File: src/rtl/dcs_pkg.sv
package dcs_pkg;

  localparam int BYTE_W = 8;

  // Contribution of one descriptor byte to the running sum.
  function automatic logic [BYTE_W-1:0] fold_byte(
    input logic [BYTE_W-1:0] b,
    input logic              is_code,
    input logic              is_flag,
    input int                own_bit
  );
    logic [BYTE_W-1:0] r;
    r = b;
    if (is_flag) r = r & ~(BYTE_W'(1) << own_bit);
    if (is_code) r = '0;
    return r;
  endfunction

endpackage

File: src/rtl/dcs_verdict.sv
module dcs_verdict
  import dcs_pkg::*;
(
  input  logic [BYTE_W-1:0] sum_in,
  input  logic [BYTE_W-1:0] stored_code,
  input  logic              check_mode,
  output logic [BYTE_W-1:0] code_out,
  output logic              mismatch
);

  logic [BYTE_W-1:0] with_owner;

  always_comb begin
    with_owner = sum_in + BYTE_W'(1);
    code_out   = {BYTE_W{1'b1}} - with_owner;
    mismatch   = check_mode && (code_out != stored_code);
  end

endmodule

File: src/rtl/dcs_stream_acc.sv
module dcs_stream_acc
  import dcs_pkg::*;
#(
  parameter int NUM_BYTES = 16,
  parameter int CODE_IDX  = 1,
  parameter int FLAG_IDX  = 0,
  parameter int OWN_BIT   = 0
) (
  input  logic              clk,
  input  logic              rst,
  input  logic              start,
  input  logic              check_in,
  input  logic              valid,
  input  logic [BYTE_W-1:0] byte_in,
  output logic              done,
  output logic [BYTE_W-1:0] code,
  output logic              err
);

  localparam int CNT_W = $clog2(NUM_BYTES + 1);
  localparam logic [CNT_W-1:0] FULL     = CNT_W'(NUM_BYTES);
  localparam logic [CNT_W-1:0] LAST_POS = CNT_W'(NUM_BYTES - 1);
  localparam logic [CNT_W-1:0] CODE_POS = CNT_W'(CODE_IDX);
  localparam logic [CNT_W-1:0] FLAG_POS = CNT_W'(FLAG_IDX);

  logic [CNT_W-1:0]  cnt, base_cnt;
  logic [BYTE_W-1:0] acc, base_acc, next_acc;
  logic [BYTE_W-1:0] stored, base_stored, next_stored;
  logic              mode_q, mode_now;
  logic              take, last;
  logic [BYTE_W-1:0] v_code;
  logic              v_err;

  always_comb begin
    base_cnt    = start ? '0 : cnt;
    base_acc    = start ? '0 : acc;
    base_stored = start ? '0 : stored;
    mode_now    = start ? check_in : mode_q;
    take        = valid && (base_cnt < FULL);
    last        = take && (base_cnt == LAST_POS);
    next_acc    = base_acc + fold_byte(byte_in, base_cnt == CODE_POS,
                                       base_cnt == FLAG_POS, OWN_BIT);
    next_stored = (take && base_cnt == CODE_POS) ? byte_in : base_stored;
  end

  dcs_verdict verdict_i (
    .sum_in      (next_acc),
    .stored_code (next_stored),
    .check_mode  (mode_now),
    .code_out    (v_code),
    .mismatch    (v_err)
  );

  always_ff @(posedge clk) begin
    if (rst) begin
      cnt    <= FULL;
      acc    <= '0;
      stored <= '0;
      mode_q <= 1'b0;
      done   <= 1'b0;
      code   <= '0;
      err    <= 1'b0;
    end else begin
      done <= last;
      err  <= last && v_err;
      if (last) code <= v_code;
      if (start) mode_q <= check_in;
      if (start || take) begin
        cnt    <= take ? base_cnt + CNT_W'(1) : base_cnt;
        acc    <= take ? next_acc : base_acc;
        stored <= next_stored;
      end
    end
  end

  // the result strobe never lasts two cycles
  a_r7_done_single: assert property (@(posedge clk) disable iff (rst)
    done |=> !done);
  // a mismatch is reported only together with a result
  a_r5_err_with_done: assert property (@(posedge clk) disable iff (rst)
    err |-> done);
  // with the descriptor complete and no restart, the sum is frozen
  a_r8_idle_frozen: assert property (@(posedge clk) disable iff (rst)
    (cnt == FULL && !start) |=> $stable(acc) && !done);
  // an idle cycle does not move the byte position
  a_r11_gap_hold: assert property (@(posedge clk) disable iff (rst)
    (!valid && !start) |=> $stable(cnt));

endmodule

File: src/rtl/dcs_parallel_sum.sv
module dcs_parallel_sum
  import dcs_pkg::*;
#(
  parameter int NUM_BYTES = 16,
  parameter int CODE_IDX  = 1,
  parameter int FLAG_IDX  = 0,
  parameter int OWN_BIT   = 0
) (
  input  logic                        clk,
  input  logic                        rst,
  input  logic                        valid,
  input  logic                        check_in,
  input  logic [NUM_BYTES*BYTE_W-1:0] word,
  output logic                        done,
  output logic [BYTE_W-1:0]           code,
  output logic                        err
);

  logic [BYTE_W-1:0] folded [NUM_BYTES];
  logic [BYTE_W-1:0] total;
  logic [BYTE_W-1:0] v_code;
  logic              v_err;

  for (genvar i = 0; i < NUM_BYTES; i++) begin : g_lane
    assign folded[i] = fold_byte(word[i*BYTE_W +: BYTE_W],
                                 i == CODE_IDX, i == FLAG_IDX, OWN_BIT);
  end

  always_comb begin
    total = '0;
    for (int i = 0; i < NUM_BYTES; i++) total = total + folded[i];
  end

  dcs_verdict verdict_i (
    .sum_in      (total),
    .stored_code (word[CODE_IDX*BYTE_W +: BYTE_W]),
    .check_mode  (check_in),
    .code_out    (v_code),
    .mismatch    (v_err)
  );

  always_ff @(posedge clk) begin
    if (rst) begin
      done <= 1'b0;
      code <= '0;
      err  <= 1'b0;
    end else begin
      done <= valid;
      err  <= valid && v_err;
      if (valid) code <= v_code;
    end
  end

  // one result per presented word, one cycle later
  a_r6_done_follows: assert property (@(posedge clk) disable iff (rst)
    valid |=> done);
  a_r6_no_spurious: assert property (@(posedge clk) disable iff (rst)
    !valid |=> !done);
  // generate mode never flags a mismatch
  a_r4_gen_quiet: assert property (@(posedge clk) disable iff (rst)
    (valid && !check_in) |=> !err);

endmodule

File: src/rtl/dcs_desc_checksum.sv
module dcs_desc_checksum
  import dcs_pkg::*;
#(
  parameter int NUM_BYTES = 16,
  parameter int CODE_IDX  = 1,
  parameter int FLAG_IDX  = 0,
  parameter int OWN_BIT   = 0
) (
  input  logic                        clk,
  input  logic                        rst,
  input  logic                        str_start,
  input  logic                        str_check,
  input  logic                        str_valid,
  input  logic [BYTE_W-1:0]           str_byte,
  output logic                        str_done,
  output logic [BYTE_W-1:0]           str_code,
  output logic                        str_err,
  input  logic                        par_valid,
  input  logic                        par_check,
  input  logic [NUM_BYTES*BYTE_W-1:0] par_word,
  output logic                        par_done,
  output logic [BYTE_W-1:0]           par_code,
  output logic                        par_err
);

  dcs_stream_acc #(
    .NUM_BYTES (NUM_BYTES),
    .CODE_IDX  (CODE_IDX),
    .FLAG_IDX  (FLAG_IDX),
    .OWN_BIT   (OWN_BIT)
  ) stream_i (
    .clk      (clk),
    .rst      (rst),
    .start    (str_start),
    .check_in (str_check),
    .valid    (str_valid),
    .byte_in  (str_byte),
    .done     (str_done),
    .code     (str_code),
    .err      (str_err)
  );

  dcs_parallel_sum #(
    .NUM_BYTES (NUM_BYTES),
    .CODE_IDX  (CODE_IDX),
    .FLAG_IDX  (FLAG_IDX),
    .OWN_BIT   (OWN_BIT)
  ) par_i (
    .clk      (clk),
    .rst      (rst),
    .valid    (par_valid),
    .check_in (par_check),
    .word     (par_word),
    .done     (par_done),
    .code     (par_code),
    .err      (par_err)
  );

  // reset leaves both paths quiet
  a_r10_reset_quiet: assert property (@(posedge clk)
    $past(rst) |-> !str_done && !par_done && !str_err && !par_err);

endmodule

File: config.mk
export PLATFORM = sky130hd
export DESIGN_NAME = dcs_desc_checksum
export DESIGN_NICKNAME = d
export VERILOG_FILES = /design/src/rtl/dcs_pkg.sv /design/src/rtl/dcs_verdict.sv /design/src/rtl/dcs_stream_acc.sv /design/src/rtl/dcs_parallel_sum.sv /design/src/rtl/dcs_desc_checksum.sv
export SDC_FILE = /design/constraint.sdc
export NUM_CORES = 1
export LEC_CHECK = 0
export BUFFER_PORTS_ARGS = -buffer_cell sky130_fd_sc_hd__buf_4
export CAP_MARGIN = 15
export CORE_ASPECT_RATIO = 0.5
export CORE_UTILIZATION = 30
export DETAILED_ROUTE_END_ITERATION = 6
export PLACE_DENSITY = 0.61
export SETUP_SLACK_MARGIN = 0.15
export SLEW_MARGIN = 40
export SYNTH_ARGS = -nofsm -noshare
export SYNTH_HDL_FRONTEND = slang
export SYNTH_SLANG_ARGS = --single-unit
File: constraint.sdc
create_clock -name clk -period 6.7 [get_ports clk]
set_input_delay 0.335 -clock clk [delete_from_list [all_inputs] [get_ports clk]]
set_output_delay 0.335 -clock clk [all_outputs]
set_load 0.02 [all_outputs]
==> run_results.csv <==
group,metric,value,unit
die,die_y,93.4,um
layout,layout_commonest_cell,"buf_4",
yosys,yosysSeqAreaShare,16.8,%
worst_setup_path,start_kind,"input pin",
placement,dpl_cell_area,6460,sq um
worst_setup_path,crit_path_start,"par_word[4]",
sta,timing.final.crit_share,76.5,%
layout,area_delta_synth_final,32.0,%
hold_path,hold_start,"par_check",
sta,hold_viol,0,
worst_setup_path,crit_buf_inv,6,
sta,slew_headroom,63.6,%
layout,post_route_cells_drive_above_1_share,26.1,%
clocking,cts.sinks,42,
hold_path,min_path_type,"in2reg",
clocking,cts_root_buffer,"clkbuf_16",
routing,drtAntennaViolNets,0,
placement,hpwl,10100,um
sta,skew,0.00986,ns
layout,nFillCells,1619,
clocking,cts_tree,"done",
routing,drtIter0Drc,130,
yosys,ys_async_sr_fraction,0,%
grt,grt_pass1_vias,4160,
routing,first_pass_iters,4,
worst_setup_path,slowest_delay,0.53,ns
die,core,15900,sq um
die,rows,32,
worst_setup_path,critPathSlowestCell,"fa_1",
grt,grt_max_degree,41,
clocking,clkTransAtPathRegs,0.05,ns
layout,nNetsFinal,927,
layout,stdcell_area,6630,sq um
routing,dr_wl_met2,6120,um
worst_setup_path,cp_cell_sequence,"buf_4 -> inv_1 -> fa_1 -> inv_1 -> fa_1 -> inv_1 -> fa_1 -> fa_1 -> inv_1 -> fa_1 -> fa_1 -> inv_1 -> ha_1 -> xnor2_1 -> or3_1 -> a21oi_1 -> a2111oi_0 -> o21ai_0 -> nor2_1 -> a41oi_1",
yosys,synthFlopType,"dfxtp_1",
grt,grt_use_total,13.9,%
sta,rsz0062_at_grt,"false",
clocking,cts_buffer_depth,2,
yosys,synth_edf_count,0,
clocking,hold_buffers,0,
routing,drc,0,
job,cap_violations,0,
sta,final.min_clock_period,5.13,ns
worst_setup_path,end_kind,"flop",
yosys,netlist_area,5020,sq um
routing,vias,3952,
sta,final_max_slew_viol_count,0,
worst_setup_path,worstPathRequired,6.85,ns
status,status,"completed",
clocking,cts_htree_levels,2,
layout,final_cell_mix,"161 x buf_4, 84 x fa_1, 76 x inv_1, 44 x nor2_1, 42 x dfxtp_1",
routing,viasPerCell,4.42,
yosys,synth_area_per_cell,9.72,sq um
clocking,post_cts_resized,0,
worst_setup_path,critPathTopFamily,"adder cells",
worst_setup_path,crit_fanout,6,
clocking,cts_buffers,5,
sta,setup_violations,0,
sta,totalNegativeSetupSlack,0,ns
routing,met1Wirelength,4730,um
yosys,synth_cell_types,51,
yosys,ys_ff_latch,42,
clocking,clk_latency,0.28,ns
sta,worst_slew_pin_slew,0.546,ns
die,die_area,17300,sq um
routing,wl,11500,um
placement,port_buffers,161,
grt,antenna_found_initial,0,
routing,wl_met3,549,um
die,fp.dieW,185,um
routing,wire_per_inst,12.8,um
routing,maxUsedRoutingLayer,"met4",
yosys,syn_nets,770,
worst_setup_path,criticalPathCategory,"in2reg",
placement,globalplace.congestion,0.809,
die,io_pins,163,
worst_setup_path,r2r_start,"stream_i.cnt[0]",
yosys,yosys_warnings,0,
worst_setup_path,crit_arrival,5.27,ns
sta,max_freq,195,MHz
die,initial_core_util,31.6,%
grt,grt_first_pass_wirelength,18900,um
layout,antenna_cells,0,
grt,overflow,0,
worst_setup_path,cp_common_cell,"fa_1",
layout,utilization,41.8,%
clocking,post_cts_buffers,0,
yosys,synth_cells,516,
state kept, by name, summed over array words and instances (netlist names):
name	count
stream_i.code	8
stream_i.mode_q	1
stream_i.cnt	5
par_i.err	1
par_i.done	1
stream_i.stored	8
stream_i.err	1
par_i.code	8
stream_i.done	1
stream_i.acc	8
layout make-up:
class	instances	area [sq um]	area share [%]
flip-flops and latches	42	841	12.7
multi-input cells	387	3850	58.1
repair buffers	161	1210	18.2
well taps	221	277	4.17
clock buffers	6	129	1.95
inverters	76	285	4.31
clock inverters	2	37.5	0.567
kinds of logic (layout without fill, tap and decap cells):
family	count (synthesis)	count (layout)	share of synthesized area, %
XOR/XNOR	59	59	11.5
adder cells (fa/ha/maj)	112	112	40.4
buffers and inverters	87	245	6.56
multiplexers	12	12	2.42
AO/OA/AOI/OAI	68	68	8.75
AND/OR/NAND/NOR	136	136	13.5
flip-flops	42	42	16.8
routing by layer:
| layer | global-route usage (%) | vias up |
|---|---|---|
| met2 | 25.5 | 91 |
| met4 | 1.93 | 0 |
| met5 | 0 | - |
| met3 | 2.92 | 6 |
| met1 | 17.0 | 1892 |
| li1 | - | 1963 |
path summary, 6_finish.rpt:
| kind | slack, ns | endpoint | cells past startpoint |
|---|---|---|---|
| max | 1.57 | par_i.err | 20 |
| min | 0.32 | par_i.err | 3 |
| min reg2reg | 0.46 | stream_i.code[6] | 2 |
| max reg2reg | 2.98 | stream_i.err | 14 |
cell usage after synthesis, drive strengths merged, types with 11 or more instances:
cell   count  area share, %
fa        84             34
ha        27            6.7
xnor2     41            7.3
a21oi     29            2.9
dfxtp     42             17
nor2b     12            1.5
inv       76            5.7
xor2      14            2.4
nor2      44            3.3
nand2     34            2.5
mux2i     11            2.2
o21ai     13            1.3
metrics by stage:
stage               setup slack [ns]  instances  hold WS, ns
finish                          1.57        895        0.316
global route                    1.18        895        0.317
CTS                             1.54        895        0.320
detailed placement              1.28        887        0.454
global placement                1.30        887        0.445
floorplan                       1.67        516        0.418
worst min-delay path, cell delays in order:
cell and delay [ns]:
buf_4 0.11, nand2_1 0.06, a41oi_1 0.04
Power is left out: the tool's default activity adds up to more than one toggle a clock period on the data nets, which glitch-free logic cannot reach.
